==> src/rtl/rspchk_pkg.sv <==
`timescale 1ns/1ps
package rspchk_pkg;

  localparam int NORM_STATES = 6;
  localparam int ST_W        = 3;

  typedef enum logic [ST_W-1:0] {
    ST_ORIG = 3'd0,
    ST_IDLE = 3'd1,
    ST_DATA = 3'd2,
    ST_WAIT = 3'd3,
    ST_ERRA = 3'd4,
    ST_ERRB = 3'd5,
    ST_VIO  = 3'd6,
    ST_DC   = 3'd7
  } chk_state_e;

  localparam logic [1:0] TR_IDLE = 2'b00;
  localparam logic [1:0] TR_BUSY = 2'b01;
  localparam logic [1:0] TR_NSEQ = 2'b10;
  localparam logic [1:0] TR_SEQ  = 2'b11;

  localparam logic [1:0] RS_OKAY  = 2'b00;
  localparam logic [1:0] RS_ERROR = 2'b01;
  localparam logic [1:0] RS_RETRY = 2'b10;
  localparam logic [1:0] RS_SPLIT = 2'b11;

  typedef struct packed {
    logic       bad;
    logic       dc;
    chk_state_e nxt;
  } verdict_t;

  function automatic logic is_absorbing(chk_state_e s);
    return (s == ST_VIO) || (s == ST_DC);
  endfunction

  function automatic logic quiet_ok(logic rdy, logic [1:0] resp);
    return rdy && (resp == RS_OKAY);
  endfunction

  // Successor after a cycle in which the slave completed its phase.
  function automatic verdict_t addr_phase(logic acc, logic [1:0] tr, logic first);
    verdict_t v;
    v.bad = 1'b0;
    v.dc  = 1'b0;
    v.nxt = ST_ORIG;
    if (acc) begin
      case (tr)
        TR_IDLE, TR_BUSY: v.nxt = ST_IDLE;
        TR_NSEQ:          v.nxt = ST_DATA;
        default: begin
          if (first) v.dc = 1'b1;
          v.nxt = ST_DATA;
        end
      endcase
    end
    return v;
  endfunction

endpackage

==> src/rtl/rspchk_judge.sv <==
`timescale 1ns/1ps
module rspchk_judge
  import rspchk_pkg::*;
(
  input  chk_state_e cur,
  input  logic       acc,
  input  logic [1:0] trans,
  input  logic       s_rdy,
  input  logic [1:0] resp,
  input  logic       split_any,
  output verdict_t   vd
);

  verdict_t raw;

  always_comb begin
    raw.bad = 1'b0;
    raw.dc  = 1'b0;
    raw.nxt = cur;
    unique case (cur)
      ST_ORIG, ST_IDLE, ST_ERRB: begin
        if (!quiet_ok(s_rdy, resp)) raw.bad = 1'b1;
        else                        raw = addr_phase(acc, trans, cur == ST_ORIG);
      end
      ST_DATA, ST_WAIT: begin
        if (resp == RS_RETRY || resp == RS_SPLIT) begin
          raw.bad = 1'b1;
        end else if (resp == RS_OKAY) begin
          if (s_rdy) raw = addr_phase(acc, trans, 1'b0);
          else       raw.nxt = ST_WAIT;
        end else if (s_rdy) begin
          raw.bad = 1'b1;
        end else begin
          raw.nxt = ST_ERRA;
        end
      end
      ST_ERRA: begin
        if (!(s_rdy && resp == RS_ERROR)) raw.bad = 1'b1;
        else if (acc && trans[1])         raw.dc  = 1'b1;
        else                              raw.nxt = ST_ERRB;
      end
      default: ;
    endcase
    if (split_any && !is_absorbing(cur)) raw.bad = 1'b1;

    vd = raw;
    if (raw.bad) begin
      vd.dc  = 1'b0;
      vd.nxt = ST_VIO;
    end else if (raw.dc) begin
      vd.nxt = ST_DC;
    end
  end

endmodule

==> src/rtl/rspchk_fsm.sv <==
`timescale 1ns/1ps
module rspchk_fsm
  import rspchk_pkg::*;
(
  input  logic       clk,
  input  logic       rst_n,
  input  chk_state_e nxt,
  output chk_state_e cur
);

  always_ff @(posedge clk) begin
    if (!rst_n) cur <= ST_ORIG;
    else        cur <= nxt;
  end

endmodule

==> src/rtl/rspchk_record.sv <==
`timescale 1ns/1ps
module rspchk_record
  import rspchk_pkg::*;
#(
  parameter int CYC_W = 16
) (
  input  logic             clk,
  input  logic             rst_n,
  input  chk_state_e       cur,
  input  chk_state_e       nxt,
  output logic [ST_W-1:0]  fail_state,
  output logic [CYC_W-1:0] fail_cycle
);

  localparam logic [CYC_W-1:0] CYC_MAX = '1;
  localparam logic [CYC_W-1:0] CYC_ONE = 1;

  logic [CYC_W-1:0] cyc_q;
  logic             live;
  logic             fail_evt;

  assign live     = !is_absorbing(cur);
  assign fail_evt = live && (nxt == ST_VIO);

  always_ff @(posedge clk) begin
    if (!rst_n) begin
      cyc_q      <= '0;
      fail_state <= '0;
      fail_cycle <= '0;
    end else begin
      if (live && cyc_q != CYC_MAX) cyc_q <= cyc_q + CYC_ONE;
      if (fail_evt) begin
        fail_state <= cur;
        fail_cycle <= cyc_q;
      end
    end
  end

endmodule

==> src/rtl/rspchk_cover.sv <==
`timescale 1ns/1ps
module rspchk_cover
  import rspchk_pkg::*;
(
  input  logic                   clk,
  input  logic                   rst_n,
  input  chk_state_e             nxt,
  output logic [NORM_STATES-1:0] visited,
  output logic                   all_seen
);

  localparam logic [NORM_STATES-1:0] VIS_INIT = 1;

  logic [NORM_STATES-1:0] hit;

  for (genvar i = 0; i < NORM_STATES; i++) begin : g_hit
    assign hit[i] = (nxt == chk_state_e'(i));
  end

  always_ff @(posedge clk) begin
    if (!rst_n) visited <= VIS_INIT;
    else        visited <= visited | hit;
  end

  assign all_seen = &visited;

endmodule

==> src/rtl/slave_resp_auditor.sv <==
`timescale 1ns/1ps
module slave_resp_auditor
  import rspchk_pkg::*;
#(
  parameter int SPLIT_W = 16,
  parameter int CYC_W   = 16
) (
  input  logic                   clk,
  input  logic                   rst_n,
  input  logic                   bus_sel,
  input  logic                   bus_rdy_in,
  input  logic [1:0]             bus_trans,
  input  logic                   slv_ready,
  input  logic [1:0]             slv_resp,
  input  logic [SPLIT_W-1:0]     slv_split,
  output logic                   viol_o,
  output logic                   dc_o,
  output logic [ST_W-1:0]        fail_state_o,
  output logic [CYC_W-1:0]       fail_cycle_o,
  output logic [NORM_STATES-1:0] visited_o,
  output logic                   cov_done_o
);

  chk_state_e cur_state;
  verdict_t   step_vd;
  logic       addr_acc;
  logic       split_any;

  assign addr_acc  = bus_sel & bus_rdy_in;
  assign split_any = |slv_split;

  rspchk_judge u_judge (
    .cur       (cur_state),
    .acc       (addr_acc),
    .trans     (bus_trans),
    .s_rdy     (slv_ready),
    .resp      (slv_resp),
    .split_any (split_any),
    .vd        (step_vd)
  );

  rspchk_fsm u_fsm (
    .clk   (clk),
    .rst_n (rst_n),
    .nxt   (step_vd.nxt),
    .cur   (cur_state)
  );

  rspchk_record #(.CYC_W(CYC_W)) u_rec (
    .clk        (clk),
    .rst_n      (rst_n),
    .cur        (cur_state),
    .nxt        (step_vd.nxt),
    .fail_state (fail_state_o),
    .fail_cycle (fail_cycle_o)
  );

  rspchk_cover u_cov (
    .clk      (clk),
    .rst_n    (rst_n),
    .nxt      (step_vd.nxt),
    .visited  (visited_o),
    .all_seen (cov_done_o)
  );

  assign viol_o = (cur_state == ST_VIO);
  assign dc_o   = (cur_state == ST_DC);

endmodule

==> config.mk <==
export PLATFORM = sky130hd
export DESIGN_NAME = slave_resp_auditor
export DESIGN_NICKNAME = d
export VERILOG_FILES = /design/src/rtl/rspchk_pkg.sv /design/src/rtl/rspchk_judge.sv /design/src/rtl/rspchk_fsm.sv /design/src/rtl/rspchk_record.sv /design/src/rtl/rspchk_cover.sv /design/src/rtl/slave_resp_auditor.sv
export SDC_FILE = /design/constraint.sdc
export NUM_CORES = 1
export LEC_CHECK = 0
export ABC_AREA = 1
export CAP_MARGIN = 20
export CORE_MARGIN = 3
export CORE_UTILIZATION = 35
export CTS_CLUSTER_SIZE = 8
export DETAILED_ROUTE_END_ITERATION = 6
export PLACE_DENSITY = 0.67
export SLEW_MARGIN = 20
export SYNTH_ARGS = -nofsm -noshare
export SYNTH_HDL_FRONTEND = slang
export SYNTH_SLANG_ARGS = --single-unit
export TNS_END_PERCENT = 50
==> constraint.sdc <==
create_clock -name clk -period 3.3 [get_ports clk]
set_input_delay 0.66 -clock clk [delete_from_list [all_inputs] [get_ports clk]]
set_output_delay 0.66 -clock clk [all_outputs]
set_load 0.01 [all_outputs]
=== Word level (Yosys, flattened, before mapping) ===
Cells that the tools add are included.

* Register bits after elaboration: 44
* Latch bits: 0
* Memory bits (writable): 0
* Memory bits (read-only): 0
* Input bits: 25
* Word-level logic and storage cells: 68
* Memories kept: 0

* Add/sub/neg operators: 1
* $mul: 0
* Divide/modulo/power cells: 0
* $lt $le $gt $ge: 0
* Equal/unequal tests: 19
* Shifts and indexed selects: 0
* Mux-type cells: 22
* Bitwise operators: 2
* Reductions and logical operators: 19

{| class="wikitable"
|+ Operator list
! kind !! number
|-
| $eq A3 B3 Y1 const B || 7
|-
| $mux W3 || 7
|-
| $add A16 B1 Y16 const B || 1
|-
| $ne A16 B16 Y1 const B || 1
|-
| $reduce_or A16 Y1 || 1
|-
| $pmux W5 S3 || 1
|-
| $eq A3 B2 Y1 const B || 4
|-
| $mux W4 || 3
|-
| $mux W1 || 9
|-
| $eq A2 B2 Y1 const B || 3
|-
| $eq A3 B1 Y1 const B || 2
|-
| $logic_and A1 B1 Y1 || 6
|-
| $logic_not A3 Y1 || 2
|-
| $or A6 B6 Y6 || 1
|-
| $reduce_and A6 Y1 || 1
|-
| $reduce_or A3 Y1 || 2
|-
| $eq A2 B1 Y1 const B || 2
|-
| $logic_not A2 Y1 || 2
|-
| $mux W2 || 2
|-
| $reduce_or A2 Y1 || 2
|-
| $logic_or A1 B1 Y1 || 2
|-
| $and A1 B1 Y1 || 1
|-
| $logic_not A1 Y1 || 1
|}

=== Longest topological paths before layout ===
Gate-level depths: netlist of the first run.

* Depth after elaboration: 12
* Depth in mapped cells: 13
* Depth with buffers taken out: 12

=== Modules after synthesis ===
From an unflattened synthesis of the first run, not the netlist that was laid out.

* Cells, all modules: 354
* Area total of the unflattened synthesis: 2,262.2 µm²

{| class="wikitable"
|+ Modules (own cells, without submodules)
! module !! times used !! cells each !! area an instance (µm²) !! sequential area each (µm²)
|-
| rspchk_record || 1 || 229 || 1,535.2 || 700.7
|-
| rspchk_judge || 1 || 64 || 330.3 || 0.0
|-
| rspchk_cover || 1 || 31 || 235.2 || 120.1
|-
| rspchk_fsm || 1 || 9 || 82.6 || 60.1
|-
| slave_resp_auditor || 1 || 21 || 78.8 || 0.0
|}

=== Least setup slack after synthesis of the first run ===
OpenSTA, ideal clock, no wires.

* Path type: input port to flip-flop
* Start point: in slv_resp[0]
* End point: reg u_cov.visited[4]
* Library setup time: 0.113 ns
* Arrival: 1.600 ns
* Required time: 3.187 ns
* Slack: 1.587 ns
* Stages: 11
* Path buffers: 1
* Cells stage by stage: nor2_2 > nand2_1 > inv_2 > nor2_1 > nor2_2 > o21ai_2 > buf_6 > nor2_4 > nor2_4 > nand3_1 > nand2_1

* Longest elaborated chain between the ends: 8
* Elaborated cells between the ends (all ways): 21

{| class="wikitable"
|+ RTL lines
! item !! RTL line !! source
|-
| start: declaration || slave_resp_auditor.sv:14 || <nowiki>input logic [1:0] slv_resp,</nowiki>
|-
| $eq A2 B1 Y1 (tied with other cells) || rspchk_judge.sv:38 || <nowiki>if (!(s_rdy && resp == RS_ERROR)) raw.bad = 1'b1;</nowiki>
|-
| $logic_and A1 B1 Y1 (tied with other cells) || rspchk_judge.sv:38 ||
|-
| $mux W4 (tied with other cells) || rspchk_judge.sv:38 ||
|-
| $pmux W5 S3 (*) || rspchk_judge.sv:20 || <nowiki>unique case (cur)</nowiki>
|-
| $mux W3 or $mux W1 (tied branches) || rspchk_judge.sv:50, rspchk_judge.sv:44 ||
|-
| $mux W3 (*) || rspchk_judge.sv:47 || <nowiki>if (raw.bad) begin</nowiki>
|-
| $eq A3 B3 Y1 (*) || rspchk_cover.sv:17 || <nowiki>assign hit[i] = (nxt == chk_state_e'(i));</nowiki>
|-
| $or A6 B6 Y6 (*) || rspchk_cover.sv:22 || <nowiki>else visited <= visited | hit;</nowiki>
|-
| end signal: assignment || rspchk_cover.sv:22 ||
|-
| end: declaration || rspchk_cover.sv:8 || <nowiki>output logic [NORM_STATES-1:0] visited,</nowiki>
|}

Mark *: on every way between the ends. The rest lies on a longest branch, timed or not.
A chain may end at the register's enable or synchronous reset.

=== Final worst setup path of the first run ===
* Start point: reg u_fsm.cur[2]
* End point: out dc_o

* Longest elaborated chain between the ends: 1

{| class="wikitable"
|+ RTL lines
! item !! RTL line !! source
|-
| start: declaration || rspchk_fsm.sv:8 || <nowiki>output chk_state_e cur</nowiki>
|-
| start signal: assignment || rspchk_fsm.sv:13 || <nowiki>else cur <= nxt;</nowiki>
|-
| $eq A3 B3 Y1 || slave_resp_auditor.sv:67 || <nowiki>assign dc_o = (cur_state == ST_DC);</nowiki>
|-
| end: declaration || slave_resp_auditor.sv:17 || <nowiki>output logic dc_o,</nowiki>
|}

Every way passes these cells.

==> flow_metrics.py, run 1 <==
metrics = {
    "drt": {
        "drt-pass1-iter-count": 4,
        "finalWirelength_mm": 5.30,
        "postRouteAntennaNets": 0,
        "vias": 2170,
        "wire_per_inst_um": 12.0,
        "viasPerCell": 4.91,
        "drt_iter0_drc": 137,
        "post-route-drc-count": 0,
    },
    "timing": {
        "min_period_over_period_pct": 72.0,
        "final_max_slew_viol_count": 0,
        "slew_headroom_pct": 46.2,
        "whs_ns": 0.469,
        "fin_crit_ns": 2.38,
        "max_freq_mhz": 421,
        "rsz0062_at_grt": "no",
        "worst_slew_pin_slew_ns": 0.807,
        "hold_viol_final": 0,
        "finClkSkew_ns": 0.00731,
        "finalSetupTns_ns": 0,
        "setup_viol": 0,
    },
    "clock_tree": {
        "ctsHoldBuffers": 0,
        "cts_sinks": 44,
        "postCtsSetupRepairBufs": 0,
        "cts-buffers-inserted": 5,
        "insertion_delay_ns": 0.29,
        "path_clk_slew_ns": 0.08,
        "cts_tree": "done",
        "htree_levels": 2,
        "cts_root_buf": "clkbuf_8",
        "cts.path.max_buffers": 2,
        "cts_resized": 0,
    },
    "status": {
        "status": "complete, no violations",
    },
    "final_layout": {
        "final_core_util_pct": 48.2,
        "layout_commonest_cell": "nand2_1",
        "layout.nets": 393,
        "antennaDiodeCount": 0,
        "area_delta_synth_final_pct": 31.9,
        "regArea_sq_um": 881,
        "drive_above_1_share_pct": 7.36,
        "fill_cells": 598,
        "multiInputGateArea_sq_mm": 0.00108,
        "final_cell_mix": "nand2_1 (54), clkdlybuf4s50_1 (52), dfxtp_1 (44)",
    },
    "power": {
        "ir_drop_v": 0.000198,
        "powerDensity_mw_per_mm2": 419,
        "p_leak_uw": 0.00108,
    },
    "run": {
        "drv_cap": 0,
    },
    "min_path": {
        "min_from": "u_cov.visited[4]",
        "whs_endpoint": "u_cov.visited[4]",
        "hp-class": "register to register",
        "whs_path_depth": 2,
    },
    "synthesis": {
        "netlist_area_sq_mm": 0.00218,
        "ys_types": 29,
        "synthCells": 316,
        "ys_ff_latch": 44,
        "yosysWarnings": 0,
        "synth_nets": 342,
        "postSynthAreaPerCell_sq_um": 6.89,
        "seq_area_frac_synth_pct": 40.5,
    },
    "floorplanning": {
        "initial_core_util_pct": 36.5,
        "die_h_um": 84.8,
        "pin_count": 53,
        "core_area_sq_mm": 0.00596,
        "die_w_um": 84.8,
        "die-area_sq_mm": 0.00720,
        "fp-row-count": 28,
    },
    "worst_setup_path": {
        "endpoint_kind": "output port",
        "crit_fanout": 7,
        "reg2reg_depth": 8,
        "reg2reg_to": "u_cov.visited[5]",
        "crit_type": "register to output port",
        "r2r_start": "u_fsm.cur[2]",
        "required_ns": 2.64,
        "critPathLaunchType": "register",
        "reg2reg_slack_ns": 1.18,
        "arrival_ns": 1.72,
    },
    "place": {
        "place_congestion": 0.929,
        "numPortBuffers": 52,
        "dp.final_hpwl_mm": 3.99,
    },
    "global_routing": {
        "track_usage_pct": 14.9,
        "first_global_vias": 1967,
        "antenna_found_initial": 0,
        "overflow": 0,
        "grt_max_degree": 23,
        "grt_pass1_wl_mm": 8.91,
    },
}
worst max path at each step:
stage	end	slack (ns)	cells after the start	startpoint
4_1_cts	dc_o	0.93	3	u_fsm.cur[2]
3_3_place_gp	u_cov.visited[5]	0.72	12	slv_resp[0]
5_1_grt	u_cov.visited[0]	0.71	11	slv_resp[1]
3_5_place_dp	u_cov.visited[5]	0.63	10	slv_split[1]
6_report	dc_o	0.92	3	u_fsm.cur[2]
2_1_floorplan	u_cov.visited[4]	1.59	11	slv_resp[0]
state kept, by name, summed over array words and instances (netlist names):
name / count
u_rec.fail_cycle: 16
u_rec.fail_state: 3
u_cov.visited: 6
u_fsm.cur: 3
u_rec.cyc_q: 16
report_power, final:
group          internal (uW)  total (uW)  switching (uW)
logic                   78.0         167            89.0
registers                549         561            11.8
clock network            298         474             176
stage by stage:
| stage | area, sq um | cells | total power [uW] | worst slack (ns) |
|---|---|---|---|---|
| global placement | 2740 | 435 | 739 | 0.716 |
| CTS | 2870 | 442 | 1220 | 0.930 |
| detailed placement | 2740 | 435 | 741 | 0.625 |
| global route | 2870 | 442 | 1260 | 0.707 |
| floorplan | 2180 | 316 | 667 | 1.59 |
| finish | 2870 | 442 | 1200 | 0.925 |
critical path, cell delays in order (launching register included):
cell and delay, ns:
dfxtp_1 0.44, nand2_1 0.24, nor2_1 0.19, clkdlybuf4s50_1 0.56
per-layer routing:
layer  share of wire (%)  routed length, um  global-route usage [%]
met5                   0                  0                       0
met4                0.83                 44                    3.17
met3                 4.4                235                    3.11
met2                  49               2590                    25.0
met1                  46               2430                    19.8
cells in the mapped netlist:
master    number  share of area [%]
a21oi_1       35                8.1
a21oi_2        1               0.40
a31oi_1        3               0.86
buf_2          4               0.92
buf_4          1               0.35
buf_6          1               0.52
buf_8          1               0.69
clkbuf_1       3               0.52
dfxtp_1       44                 40
ha_1           1               0.57
inv_1         37                6.4
inv_2          4               0.69
nand2_1       54                9.3
nand2_2        2               0.57
nand3_1       19                4.4
nand3b_1       2               0.69
nand4_1        9                2.6
nor2_1        33                5.7
nor2_2         6                1.7
nor2_4         2                1.0
nor3_1        12                2.8
nor3b_1        1               0.35
nor4_1         1               0.29
o211ai_1       1               0.35
o21ai_0       30                6.9
o21ai_1        4               0.92
o21ai_2        3                1.2
xnor2_1        1               0.40
xor2_1         1               0.40
cell families (layout without fill, tap and decap cells):
| group | Yosys count | after routing | share of synthesized area, % |
|---|---|---|---|
| xor+xnor | 2 | 2 | 0.805 |
| buf+inv | 51 | 102 | 10.1 |
| compound gates | 77 | 77 | 18.7 |
| flops | 44 | 44 | 40.5 |
| fa+ha+maj | 1 | 1 | 0.575 |
| simple gates | 141 | 141 | 29.4 |
cell type report:
| class | count | area share [%] |
|---|---|---|
| inverter | 41 | 5.36 |
| sequential | 44 | 30.7 |
| timing repair buffer | 54 | 18.7 |
| clock inverter | 2 | 2.09 |
| multi-input combinational | 221 | 37.5 |
| clock buffer | 5 | 2.40 |
| tap | 75 | 3.27 |
Note: power is estimated with default switching activity, not from simulation.
==> inputs of run 2 (changes only) <==
Clock period 3.3 ns to 2.5 ns, I/O delays scaled along.
==> run 2 against run 1 <==
Effect of this change: flip-flop and latch count unchanged; clock-buffer cell count up 1; wire length down 2.4%; power up 27%; worst hold slack worse by 0.0019 ns; first-iteration DRC count down 47%; register-to-register slack worse by 0.45 ns; non-clock buffer count up 1; combinational power up 33%; via count up 0.78%; largest cell class unchanged.
==> flow_metrics.py, run 2 (synthesized netlist as in run 1, its figures left out) <==
metrics = {
    "final_layout": {
        "final_cell_mix": "nand2_1 (54), clkdlybuf4s50_1 (52), dfxtp_1 (44)",
        "design_area_sq_mm": 0.00287,
        "layout_commonest_cell": "nand2_1",
        "layout.nets": 394,
        "top_regs": "u_rec.cyc_q x16, u_rec.fail_cycle x16, u_cov.visited x6",
        "drive_above_1_share_pct": 7.86,
        "fill_cells": 619,
        "antennaDiodeCount": 0,
        "area_delta_synth_final_pct": 31.9,
    },
    "global_routing": {
        "grt_max_degree": 33,
        "track_usage_pct": 15.0,
        "grt_pass1_wl_mm": 9.00,
        "first_global_vias": 2067,
        "overflow": 0,
        "antenna_found_initial": 0,
    },
    "worst_setup_path": {
        "critPathLaunchType": "register",
        "endpoint_kind": "output port",
        "cpPeakStageDelay_ns": 0.56,
        "arrival_ns": 1.75,
        "critPathBufInv": 1,
        "slowest_stage": "clkdlybuf4s50_1",
        "cp_cell_sequence": "nand2_1 > nor2_1 > clkdlybuf4s50_1",
        "cp_top_family": "buffers and inverters",
        "crit_fanout": 7,
        "required_ns": 2.00,
        "crit_type": "register to output port",
    },
    "drt": {
        "post-route-drc-count": 0,
        "finalWirelength_mm": 5.17,
        "vias": 2187,
        "drt-pass1-iter-count": 4,
        "wire_per_inst_um": 11.6,
        "viasPerCell": 4.93,
        "postRouteAntennaNets": 0,
        "drt_iter0_drc": 72,
    },
    "timing": {
        "max_freq_mhz": 444,
        "fin_crit_ns": 2.25,
        "hold_viol_final": 0,
        "setup_viol": 0,
        "final_max_slew_viol_count": 0,
        "slew_headroom_pct": 72.7,
        "finClkSkew_ns": 0.00926,
        "worst_slew_pin_slew_ns": 0.406,
        "setup_ws_ns": 0.250,
        "min_period_over_period_pct": 90.0,
        "finalSetupTns_ns": 0,
        "rsz0062_at_grt": "no",
    },
    "place": {
        "pre_cts_slack_ns": 0.243,
        "place_congestion": 0.863,
        "dp.final_hpwl_mm": 4.01,
        "place_area_sq_mm": 0.00275,
        "numPortBuffers": 52,
    },
    "min_path": {
        "hp-class": "register to register",
    },
    "floorplanning": {
        "initial_core_util_pct": 36.5,
        "die_h_um": 84.8,
        "pin_count": 53,
        "die-area_sq_mm": 0.00720,
        "fp-row-count": 28,
        "core_area_sq_mm": 0.00596,
        "die_w_um": 84.8,
    },
    "clock_tree": {
        "htree_levels": 2,
        "cts-buffers-inserted": 5,
        "cts_resized": 0,
        "cts_root_buf": "clkbuf_8",
        "cts_tree": "done",
        "ctsHoldBuffers": 0,
        "postCtsSetupRepairBufs": 0,
        "insertion_delay_ns": 0.29,
        "path_clk_slew_ns": 0.08,
        "cts_sinks": 44,
        "cts.path.max_buffers": 2,
    },
    "power": {
        "powerDensity_mw_per_mm2": 532,
        "p_leak_uw": 0.00108,
        "ir_drop_v": 0.000355,
    },
    "run": {
        "drv_cap": 0,
    },
    "status": {
        "status": "complete, no violations",
    },
}
run 2: metal layers:
metal | GRT usage [%] | routed length, um | share of wire (%) | vias up
met1 | 18.3 | 2370 | 46 | 991
met4 | 5.32 | 63 | 1.2 | 0
met2 | 26.6 | 2520 | 49 | 42
met3 | 2.52 | 216 | 4.2 | 6
met5 | 0 | 0 | 0 | -
li1 | - | - | - | 1148
run 2: where the power goes:
| part | internal, uW | switching, uW |
|---|---|---|
| sequential | 725 | 15.7 |
| combinational | 104 | 118 |
| clock | 327 | 238 |
| total | 1160 | 372 |
run 2: final timing paths:
check / startpoint / to / slack [ns] / depth (start not counted)
setup / recovery: u_fsm.cur[2] / dc_o / 0.25 / 3
hold reg to reg: u_cov.visited[2] / u_cov.visited[2] / 0.47 / 2
setup reg to reg: u_rec.cyc_q[0] / u_rec.cyc_q[13] / 0.73 / 9
hold / removal: u_cov.visited[2] / u_cov.visited[2] / 0.47 / 2
run 2: tightest hold or removal path, stage by stage, from the launching register on:
cell and delay (ns):
dfxtp_1 0.33, inv_1 0.05, a21oi_1 0.05
run 2: stage by stage:
step                      hold WS, ns  utilization (%)  total power (uW)  std cells
after floorplan                 0.457                -               881        316
after global placement          0.460             46.1               977        436
after detailed placement        0.458             46.1               979        436
after CTS                       0.471             48.2              1550        444
after global routing            0.494             48.2              1600        444
final                           0.467             48.2              1530        444
run 2: final cells by class:
class	count	area (sq um)	area share, %
multi-input cells	221	1080	37.5
clock buffers	6	82.6	2.88
clock inverters	2	38.8	1.35
inverters	41	154	5.36
well taps	75	93.8	3.27
flip-flops and latches	44	881	30.7
repair buffers	55	543	18.9
==> inputs of run 3 (changes only) <==
Settings changed: CORE_UTILIZATION 35 to 45, GPL_TIMING_DRIVEN set to 0, PLACE_DENSITY 0.67 to 0.81.
Clock period 2.5 ns to 2.7 ns, I/O delays scaled along.
==> run 3 against run 2 <==
Effect of this change: die area is 21% lower; final cell count is 3.6% lower; power is 13% lower; wire length is 3.1% higher; largest power group unchanged; flip-flop and latch count stayed put; global-route usage is 4.3 points higher; sequential share of layout area is 0.15 points higher; via count is 1.7% higher; largest cell class unchanged; combinational power is 4% lower; first-iteration DRC count grew to 2.6 times the previous value; clock-buffer cell count is 1 higher.
==> flow_metrics.py, run 3 (synthesized netlist as in run 1, its figures left out) <==
metrics = {
    "status": {
        "status": "complete, no violations",
    },
    "final_layout": {
        "drive_above_1_share_pct": 8.51,
        "antennaDiodeCount": 0,
        "final_core_util_pct": 63.4,
        "layout.nets": 401,
        "top_regs": "u_rec.cyc_q x16, u_rec.fail_cycle x16, u_cov.visited x6",
        "regArea_sq_um": 881,
        "multiInputGateArea_sq_mm": 0.00108,
        "fill_cells": 421,
        "final_cell_mix": "nand2_1 (54), clkdlybuf4s50_1 (52), dfxtp_1 (44)",
        "layout_commonest_cell": "nand2_1",
        "area_delta_synth_final_pct": 31.2,
    },
    "floorplanning": {
        "initial_core_util_pct": 48.3,
        "fp-row-count": 24,
        "pin_count": 53,
        "die_w_um": 75.5,
        "die-area_sq_mm": 0.00571,
        "die_h_um": 75.5,
        "core_area_sq_mm": 0.00450,
    },
    "clock_tree": {
        "cts_sinks": 44,
        "insertion_delay_ns": 0.29,
        "ctsHoldBuffers": 0,
        "path_clk_slew_ns": 0.08,
        "cts_tree": "done",
        "htree_levels": 2,
        "cts_resized": 0,
        "cts-buffers-inserted": 5,
        "cts.path.max_buffers": 2,
        "cts_root_buf": "clkbuf_8",
        "postCtsSetupRepairBufs": 0,
    },
    "global_routing": {
        "first_global_vias": 1982,
        "overflow": 0,
        "track_usage_pct": 19.4,
        "antenna_found_initial": 0,
        "grt_max_degree": 14,
        "grt_pass1_wl_mm": 8.60,
    },
    "timing": {
        "finClkSkew_ns": 0.00527,
        "final_max_slew_viol_count": 0,
        "hold_viol_final": 0,
        "min_period_over_period_pct": 83.0,
        "worst_slew_pin_slew_ns": 0.464,
        "setup_viol": 0,
        "fin_crit_ns": 2.24,
        "max_freq_mhz": 446,
        "rsz0062_at_grt": "no",
        "finalSetupTns_ns": 0,
        "slew_headroom_pct": 69.1,
    },
    "drt": {
        "drt_iter0_drc": 184,
        "wl_met3_um": 163,
        "vias": 2225,
        "viasPerCell": 5.20,
        "post-route-drc-count": 0,
        "finalWirelength_mm": 5.33,
        "m1WireLength_mm": 2.40,
        "postRouteAntennaNets": 0,
        "top_layer_used": "met4",
        "wire_per_inst_um": 12.4,
        "drt-pass1-iter-count": 4,
        "met2_length_mm": 2.73,
    },
    "worst_setup_path": {
        "crit_type": "register to output port",
        "crit_fanout": 7,
        "critPathBufInv": 1,
        "cp_top_family": "buffers and inverters",
        "critPathLaunchType": "register",
        "cp_cell_sequence": "nand2_1 > nor2_1 > clkdlybuf4s50_1",
        "endpoint_kind": "output port",
        "slowest_stage": "clkdlybuf4s50_1",
        "cpPeakStageDelay_ns": 0.56,
        "arrival_ns": 1.70,
        "required_ns": 2.16,
    },
    "min_path": {
        "hp-class": "register to register",
    },
    "place": {
        "dp.final_hpwl_mm": 4.14,
        "place_congestion": 0.905,
        "numPortBuffers": 52,
    },
    "power": {
        "ir_drop_v": 0.000342,
        "p_leak_uw": 0.00109,
        "powerDensity_mw_per_mm2": 463,
    },
    "run": {
        "drv_cap": 0,
    },
}
run 3: cell types whose count changed in the layout (fill, tap and decap cells not counted):
cell	previous run	this run
bufinv_16	1	0
clkinvlp_4	0	1
clkinv_4	1	0
buf_8	0	1
buf_4	3	1
clkbuf_1	0	4
buf_6	0	1
buf_2	0	4
run 3: worst reg2reg max path: cells and delay by family (launching register included):
kind	cells	cell delay [ns]
compound gates	2	0.23
buf+inv	1	0.09
flops	1	0.36
simple gates	4	0.90
run 3: path summary, 6_finish.rpt:
| kind | start | endpoint | slack (ns) | cells after the start |
|---|---|---|---|---|
| min | u_cov.visited[5] | u_cov.visited[5] | 0.46 | 2 |
| min reg2reg | u_cov.visited[5] | u_cov.visited[5] | 0.46 | 2 |
| max reg2reg | u_rec.cyc_q[0] | u_rec.cyc_q[13] | 1.00 | 7 |
| max | u_fsm.cur[2] | dc_o | 0.46 | 3 |
run 3: routing by layer:
metal | GRT usage, % | up-vias
li1 | - | 1161
met1 | 24.5 | 1012
met2 | 34.0 | 48
met3 | 3.83 | 4
met4 | 4.27 | 0
met5 | 0 | -
run 3: metrics by stage:
step	instances	worst slack, ns	instance area [sq um]	power, uW	hold WS (ns)
floorplan	316	1.11	2180	816	0.457
detailed placement	420	0.451	2760	915	0.453
CTS	428	0.448	2860	1340	0.466
finish	428	0.459	2860	1320	0.464
global route	428	0.368	2860	1380	0.498
global placement	420	0.466	2760	910	0.452
run 3: layout make-up:
class                   count  share of cell area, %
multi-input cells         221                   37.7
plain buffers              10                   2.28
repair buffers             52                   18.2
clock buffers               7                   3.02
clock inverters             1                  0.263
flip-flops and latches     44                   30.9
inverters                  41                   5.39
well taps                  52                   2.28
run 3: power by group:
part / switching (uW) / internal, uW
clock: 216 / 208
combinational: 113 / 101
sequential: 14.1 / 671
total: 343 / 981
